--- src/rtl/lcd_timing_pkg.sv ---
package lcd_timing_pkg;
  parameter int unsigned CNT_W = 12;
  parameter int unsigned AW    = 3;
  localparam int unsigned HV_W = 2 * CNT_W;
  localparam int unsigned NREG = 4;

  localparam logic [AW-1:0] ADDR_SYNC   = 3'd0;
  localparam logic [AW-1:0] ADDR_BP     = 3'd1;
  localparam logic [AW-1:0] ADDR_ACT    = 3'd2;
  localparam logic [AW-1:0] ADDR_TOT    = 3'd3;
  localparam logic [AW-1:0] ADDR_RELOAD = 3'd4;
  localparam logic [AW-1:0] ADDR_EN     = 3'd5;

  localparam logic [1:0] RELOAD_NOW = 2'd1;
  localparam logic [1:0] RELOAD_VBL = 2'd2;

  typedef struct packed {
    logic [CNT_W-1:0] h;
    logic [CNT_W-1:0] v;
  } hv_t;

  // field order matches register address order, MSB first
  typedef struct packed {
    hv_t sync_end;
    hv_t bp_end;
    hv_t act_end;
    hv_t tot_end;
  } timing_t;
endpackage

--- src/rtl/lcd_timing_regs.sv ---
module lcd_timing_regs
  import lcd_timing_pkg::*;
#(
  parameter int unsigned DW      = 32,
  parameter timing_t     RST_CFG = '0
) (
  input  logic          clk_i,
  input  logic          rst_ni,
  input  logic          wr_en_i,
  input  logic [AW-1:0] wr_addr_i,
  input  logic [DW-1:0] wr_data_i,
  input  logic          frame_wrap_i,
  output timing_t       shd_o,
  output timing_t       act_o,
  output logic          en_o,
  output logic          imm_o
);
  localparam int unsigned HALF = DW / 2;

  logic [NREG*HV_W-1:0] shd_q, act_q;
  logic [HV_W-1:0]      wr_hv;
  logic                 pend_q, en_q, vbl_wr;

  assign wr_hv  = {wr_data_i[HALF +: CNT_W], wr_data_i[0 +: CNT_W]};
  assign imm_o  = wr_en_i && (wr_addr_i == ADDR_RELOAD) && (wr_data_i[1:0] == RELOAD_NOW);
  assign vbl_wr = wr_en_i && (wr_addr_i == ADDR_RELOAD) && (wr_data_i[1:0] == RELOAD_VBL);

  always_ff @(posedge clk_i or negedge rst_ni) begin
    if (!rst_ni) begin
      shd_q <= RST_CFG;
    end else if (wr_en_i) begin
      for (int g = 0; g < NREG; g++) begin
        if (wr_addr_i == AW'(g)) shd_q[(NREG-1-g)*HV_W +: HV_W] <= wr_hv;
      end
    end
  end

  always_ff @(posedge clk_i or negedge rst_ni) begin
    if (!rst_ni) begin
      act_q  <= RST_CFG;
      pend_q <= 1'b0;
    end else if (imm_o) begin
      act_q  <= shd_q;
      pend_q <= 1'b0;
    end else begin
      if (frame_wrap_i && pend_q) act_q <= shd_q;
      if (vbl_wr)            pend_q <= 1'b1;
      else if (frame_wrap_i) pend_q <= 1'b0;
    end
  end

  always_ff @(posedge clk_i or negedge rst_ni) begin
    if (!rst_ni)                              en_q <= 1'b0;
    else if (wr_en_i && wr_addr_i == ADDR_EN) en_q <= wr_data_i[0];
  end

  assign shd_o = timing_t'(shd_q);
  assign act_o = timing_t'(act_q);
  assign en_o  = en_q;
endmodule

--- src/rtl/lcd_scan_cnt.sv ---
module lcd_scan_cnt
  import lcd_timing_pkg::*;
(
  input  logic             clk_i,
  input  logic             rst_ni,
  input  logic             en_i,
  input  logic [CNT_W-1:0] tot_h_i,
  input  logic [CNT_W-1:0] tot_v_i,
  output logic [CNT_W-1:0] h_o,
  output logic [CNT_W-1:0] v_o,
  output logic             frame_wrap_o
);
  logic [CNT_W-1:0] h_q, v_q;
  logic             h_end, v_end;

  // >= so a shrunken total after immediate reload still wraps
  assign h_end = (h_q >= tot_h_i);
  assign v_end = (v_q >= tot_v_i);

  always_ff @(posedge clk_i or negedge rst_ni) begin
    if (!rst_ni) begin
      h_q <= '0;
      v_q <= '0;
    end else if (!en_i) begin
      h_q <= '0;
      v_q <= '0;
    end else if (h_end) begin
      h_q <= '0;
      v_q <= v_end ? '0 : v_q + 1'b1;
    end else begin
      h_q <= h_q + 1'b1;
    end
  end

  assign h_o          = h_q;
  assign v_o          = v_q;
  assign frame_wrap_o = en_i && h_end && v_end;
endmodule

--- src/rtl/lcd_axis_win.sv ---
module lcd_axis_win
  import lcd_timing_pkg::*;
(
  input  logic [CNT_W-1:0] cnt_i,
  input  logic [CNT_W-1:0] sync_end_i,
  input  logic [CNT_W-1:0] bp_end_i,
  input  logic [CNT_W-1:0] act_end_i,
  output logic             in_sync_o,
  output logic             in_act_o,
  output logic [CNT_W-1:0] pos_o
);
  assign in_sync_o = (cnt_i <= sync_end_i);
  assign in_act_o  = (cnt_i > bp_end_i) && (cnt_i <= act_end_i);
  assign pos_o     = in_act_o ? (cnt_i - bp_end_i - 1'b1) : '0;
endmodule

--- src/rtl/lcd_timing_gen.sv ---
module lcd_timing_gen
  import lcd_timing_pkg::*;
#(
  parameter int unsigned DW       = 32,
  parameter int unsigned H_SYNC_W = 3,
  parameter int unsigned H_BP     = 65,
  parameter int unsigned H_ACT    = 320,
  parameter int unsigned H_FP     = 22,
  parameter int unsigned V_SYNC_W = 3,
  parameter int unsigned V_BP     = 15,
  parameter int unsigned V_ACT    = 240,
  parameter int unsigned V_FP     = 42
) (
  input  logic             clk_i,
  input  logic             rst_ni,
  input  logic             wr_en_i,
  input  logic [AW-1:0]    wr_addr_i,
  input  logic [DW-1:0]    wr_data_i,
  output logic             hsync_no,
  output logic             vsync_no,
  output logic             de_o,
  output logic             sof_o,
  output logic [CNT_W-1:0] x_o,
  output logic [CNT_W-1:0] y_o
);
  localparam int unsigned HS_E = H_SYNC_W - 1;
  localparam int unsigned HB_E = H_SYNC_W + H_BP - 1;
  localparam int unsigned HA_E = H_SYNC_W + H_BP + H_ACT - 1;
  localparam int unsigned HT_E = H_SYNC_W + H_BP + H_ACT + H_FP - 1;
  localparam int unsigned VS_E = V_SYNC_W - 1;
  localparam int unsigned VB_E = V_SYNC_W + V_BP - 1;
  localparam int unsigned VA_E = V_SYNC_W + V_BP + V_ACT - 1;
  localparam int unsigned VT_E = V_SYNC_W + V_BP + V_ACT + V_FP - 1;

  localparam timing_t RST_CFG = '{
    sync_end: '{h: CNT_W'(HS_E), v: CNT_W'(VS_E)},
    bp_end:   '{h: CNT_W'(HB_E), v: CNT_W'(VB_E)},
    act_end:  '{h: CNT_W'(HA_E), v: CNT_W'(VA_E)},
    tot_end:  '{h: CNT_W'(HT_E), v: CNT_W'(VT_E)}
  };

  timing_t          shd_cfg, act_cfg;
  logic             en_q, imm_wr, frame_wrap;
  logic [CNT_W-1:0] h_cnt, v_cnt;

  logic [CNT_W-1:0] cnt_ax   [2];
  logic [CNT_W-1:0] sync_ax  [2];
  logic [CNT_W-1:0] bp_ax    [2];
  logic [CNT_W-1:0] act_ax   [2];
  logic [CNT_W-1:0] pos_ax   [2];
  logic [1:0]       in_sync_ax, in_act_ax;

  lcd_timing_regs #(.DW(DW), .RST_CFG(RST_CFG)) u_regs (
    .clk_i        (clk_i),
    .rst_ni       (rst_ni),
    .wr_en_i      (wr_en_i),
    .wr_addr_i    (wr_addr_i),
    .wr_data_i    (wr_data_i),
    .frame_wrap_i (frame_wrap),
    .shd_o        (shd_cfg),
    .act_o        (act_cfg),
    .en_o         (en_q),
    .imm_o        (imm_wr)
  );

  lcd_scan_cnt u_cnt (
    .clk_i        (clk_i),
    .rst_ni       (rst_ni),
    .en_i         (en_q),
    .tot_h_i      (act_cfg.tot_end.h),
    .tot_v_i      (act_cfg.tot_end.v),
    .h_o          (h_cnt),
    .v_o          (v_cnt),
    .frame_wrap_o (frame_wrap)
  );

  assign cnt_ax[0]  = h_cnt;
  assign cnt_ax[1]  = v_cnt;
  assign sync_ax[0] = act_cfg.sync_end.h;
  assign sync_ax[1] = act_cfg.sync_end.v;
  assign bp_ax[0]   = act_cfg.bp_end.h;
  assign bp_ax[1]   = act_cfg.bp_end.v;
  assign act_ax[0]  = act_cfg.act_end.h;
  assign act_ax[1]  = act_cfg.act_end.v;

  for (genvar a = 0; a < 2; a++) begin : g_axis
    lcd_axis_win u_win (
      .cnt_i      (cnt_ax[a]),
      .sync_end_i (sync_ax[a]),
      .bp_end_i   (bp_ax[a]),
      .act_end_i  (act_ax[a]),
      .in_sync_o  (in_sync_ax[a]),
      .in_act_o   (in_act_ax[a]),
      .pos_o      (pos_ax[a])
    );
  end

  assign hsync_no = !(en_q && in_sync_ax[0]);
  assign vsync_no = !(en_q && in_sync_ax[1]);
  assign de_o     = en_q && (&in_act_ax);
  assign sof_o    = en_q && (h_cnt == '0) && (v_cnt == '0);
  assign x_o      = de_o ? pos_ax[0] : '0;
  assign y_o      = de_o ? pos_ax[1] : '0;
endmodule

--- config.mk ---
export PLATFORM = sky130hd
export DESIGN_NAME = lcd_timing_gen
export DESIGN_NICKNAME = d
export VERILOG_FILES = /design/src/rtl/lcd_timing_pkg.sv /design/src/rtl/lcd_timing_regs.sv /design/src/rtl/lcd_scan_cnt.sv /design/src/rtl/lcd_axis_win.sv /design/src/rtl/lcd_timing_gen.sv
export SDC_FILE = /design/constraint.sdc
export NUM_CORES = 1
export LEC_CHECK = 0
export ABC_AREA = 1
export BUFFER_PORTS_ARGS = -buffer_cell sky130_fd_sc_hd__buf_2
export CAP_MARGIN = 20
export CORE_UTILIZATION = 30
export DETAILED_ROUTE_END_ITERATION = 7
export HOLD_SLACK_MARGIN = 0.15
export PLACE_DENSITY = 0.49
export SLEW_MARGIN = 30
export SYNTH_ARGS = -nofsm -noshare
export SYNTH_HDL_FRONTEND = slang
export SYNTH_SLANG_ARGS = --single-unit
--- constraint.sdc ---
create_clock -name clk_i -period 4.8 [get_ports clk_i]
set_input_delay 0.72 -clock clk_i [delete_from_list [all_inputs] [get_ports clk_i]]
set_output_delay 0.72 -clock clk_i [all_outputs]
set_load 0.01 [all_outputs]
==> flow_metrics.py <==
metrics = {
    "logic_synthesis": {
        "synthArstFlopShare_pct": 100.0,
        "synth.most_common_cell": "nand2_1",
        "yosysTopAreaCell": "dfrtp_1",
        "ys_warn_count": 0,
        "ys_ff_latch": 218,
        "synthTopCellsByArea": "dfrtp_1 (36%), nand2_1 (14%), ha_1 (11%)",
        "ys_seq_area_share_pct": 45.64,
        "ys.flop_type": "dfrtp_1",
        "yosys.area.top_type_share_pct": 35.64,
        "ys_top_cells_by_count": "nand2_1 (456), inv_1 (192), dfrtp_1 (172), nand3_1 (138), o21ai_0 (126)",
        "ys_types": 32,
        "syn_area_um2": 12080,
        "syn_inst": 1523,
        "avgSynthCellArea_um2": 7.930,
        "synth_nets": 1665,
        "synth-edff-count": 0,
    },
    "finish": {
        "fin_area_um2": 13720,
        "final_cell_count_no_fill": 2103,
        "syn_to_final_growth_pct": 13.61,
        "drive_above_1_share_pct": 10.08,
        "diodes": 0,
        "fin_nets": 1702,
        "fin_util_pct": 34.54,
    },
    "timing": {
        "slew_violations": 0,
        "layout_setup_ws_ps": 852.1,
        "holdWs_ps": 203.8,
        "min_period_ps": 3948,
        "rsz0062_at_grt": "no",
        "tightest_slew_ps": 783.9,
        "setup-violations-final": 0,
        "relSlewSlack_pct": 47.74,
        "finalSetupTns_ps": 0,
        "hold_viol": 0,
        "clock-skew-final_ps": 18.81,
        "finalCritPeriodShare_pct": 82.25,
        "max_freq_mhz": 253.3,
    },
    "critical_path": {
        "cp_slowest_cell": "nand2_1",
        "start_kind": "register",
        "critPathMaxFanout": 25,
        "crit_buf_inv": 1,
        "critPathArrivalTime_ps": 3230,
        "crit_chain": "ha_1 > nand2_1 > nor2_1 > nand2_1 > a21oi_1 > nor2_1 > nor2_1 > nor2_1 > nand2_1 > nor2_1 > buf_2",
        "critPathMaxStageDelay_ps": 570,
        "critPathRequiredTime_ps": 4080,
        "cpMostUsedCell": "nor2_1",
        "worstSetupEndpointType": "output pin",
        "crit_type": "register to output pin",
        "crit_family": "simple AND/OR/NAND/NOR gates",
    },
    "power_and_ir_drop": {
        "leakage_nw": 7.097,
        "ir_worst_vdd_uv": 238.0,
        "sequentialPowerShare_pct": 39.6,
        "clkPwrFrac_pct": 29.0,
        "p_per_area_nw_per_um2": 487.7,
        "total_power_mw": 6.692,
        "switching_power_mw": 2.365,
        "switching_share_pct": 35.35,
        "p_int_mw": 4.326,
        "combPwrFrac_pct": 31.4,
    },
    "cts": {
        "hold_buffers": 0,
        "clk_path_buf_depth": 3,
        "clk_latency_ps": 530,
        "cts_buffers": 24,
        "cts_resized": 0,
        "h-tree-depth": 1,
        "numClockSinks": 218,
        "clkTransAtPathRegs_ps": 60,
        "cts_tree": "built",
        "post_cts_buffers": 0,
        "root_buffer": "clkbuf_16",
    },
    "floorplanning": {
        "ios": 66,
        "die_h_um": 202.6,
        "fp.dieW_um": 202.6,
        "coreArea_um2": 39730,
        "die-area_um2": 41070,
        "start_util_pct": 30.40,
        "fp-row-count": 73,
    },
    "status": {
        "outcome": "finished clean",
    },
    "routing": {
        "dr.pass1.iters": 7,
        "wl_per_cell_um": 15.16,
        "drc_errors": 0,
        "drt_wl_total_mm": 31.88,
        "num_vias": 9761,
        "drtIter0Drc": 775,
        "ant_nets": 0,
        "via_per_inst": 4.641,
    },
    "place": {
        "place_congestion": 0.8381,
        "numPortBuffers": 57,
        "dp_hpwl_mm": 22.15,
        "place_inst": 2059,
        "place_area_um2": 12880,
        "pre_cts_slack_ps": 1340,
    },
    "global_routing": {
        "grt_pass1_wl_mm": 52.70,
        "grt_pass1_vias": 9705,
        "grtUsageTotal_pct": 16.01,
        "grt_start_max_net_pins": 98,
        "grt_remaining_overflow": 0,
        "antenna_found_initial": 0,
    },
    "flow_run": {
        "max-cap-violations": 0,
    },
    "min_path": {
        "hold_class": "primary input to asynchronous set/reset pin",
    },
}
## area by class of cell
cell class	count	area, µm²
clock inverter	6	86.33
fill	4262	26010
multi-input combinational	1055	5584
tap	525	656.9
sequential	218	5513
clock buffer	38	754.5
timing repair buffer	67	399.1
inverter	194	728.2
## kinds of logic (layout without fill, tap and decap cells)
group / after synthesis / in the layout / synth area share (%)
simple gates: 729 / 729 / 24.92
xor+xnor: 27 / 27 / 1.958
buf+inv: 250 / 305 / 8.225
compound gates: 195 / 195 / 8.350
flops: 218 / 218 / 45.64
fa+ha+maj: 104 / 104 / 10.90
## sequential cells by signal, summed over array words and instances (netlist names)
name           count
u_cnt.h_o         12
u_cnt.v_o         12
u_regs.act_o      96
u_regs.en_o        1
u_regs.pend_q      1
u_regs.shd_o      96
## cell usage in the layout, fill, tap and decap left out, types with 8 or more instances in the layout
cell | Yosys | final
dfrtp_1 | 172 | 172
a21oi_1 | 51 | 51
inv_1 | 192 | 192
nand3_1 | 138 | 137
xnor2_1 | 8 | 8
clkbuf_8 | 0 | 8
clkbuf_16 | 0 | 25
xor2_1 | 19 | 19
nand4_1 | 17 | 17
o21ai_0 | 126 | 126
nor2_1 | 96 | 96
nand2_1 | 456 | 456
buf_2 | 14 | 56
nor3_1 | 11 | 11
ha_1 | 102 | 102
dfstp_2 | 46 | 46
## final timing paths
| kind | slack (ps) | start | to | cells after the start |
|---|---|---|---|---|
| worst max register to register | 1580 | u_cnt.h_o[10] | u_regs.act_o[59] | 12 |
| worst min register to register | 450 | u_regs.shd_o[2] | u_regs.act_o[2] | 2 |
| worst max-delay path | 850 | u_cnt.v_o[8] | x_o[8] | 11 |
| min in group clk_i | 450 | u_regs.shd_o[2] | u_regs.act_o[2] | 2 |
| worst min-delay path | 200 | rst_ni | u_regs.shd_o[9] | 1 |
| max in group asynchronous | 3440 | rst_ni | u_regs.shd_o[93] | 2 |
## routing by layer
metal  wire (µm)  GRT usage (%)
met5           0              0
met4         464          3.679
met3        1349          1.862
met2       12890          23.41
met1       17170          24.88
## power by group through the flow
stage	combinational [mW]	sequential [mW]	clock [mW]
after floorplan	1.58	2.59	0
after global placement	2.11	2.67	0
after detailed placement	2.11	2.68	0
after global routing	2.47	2.72	2.07
final	2.10	2.65	1.94
after CTS	2.13	2.65	2.00
Power figures use the tool's default switching activity.
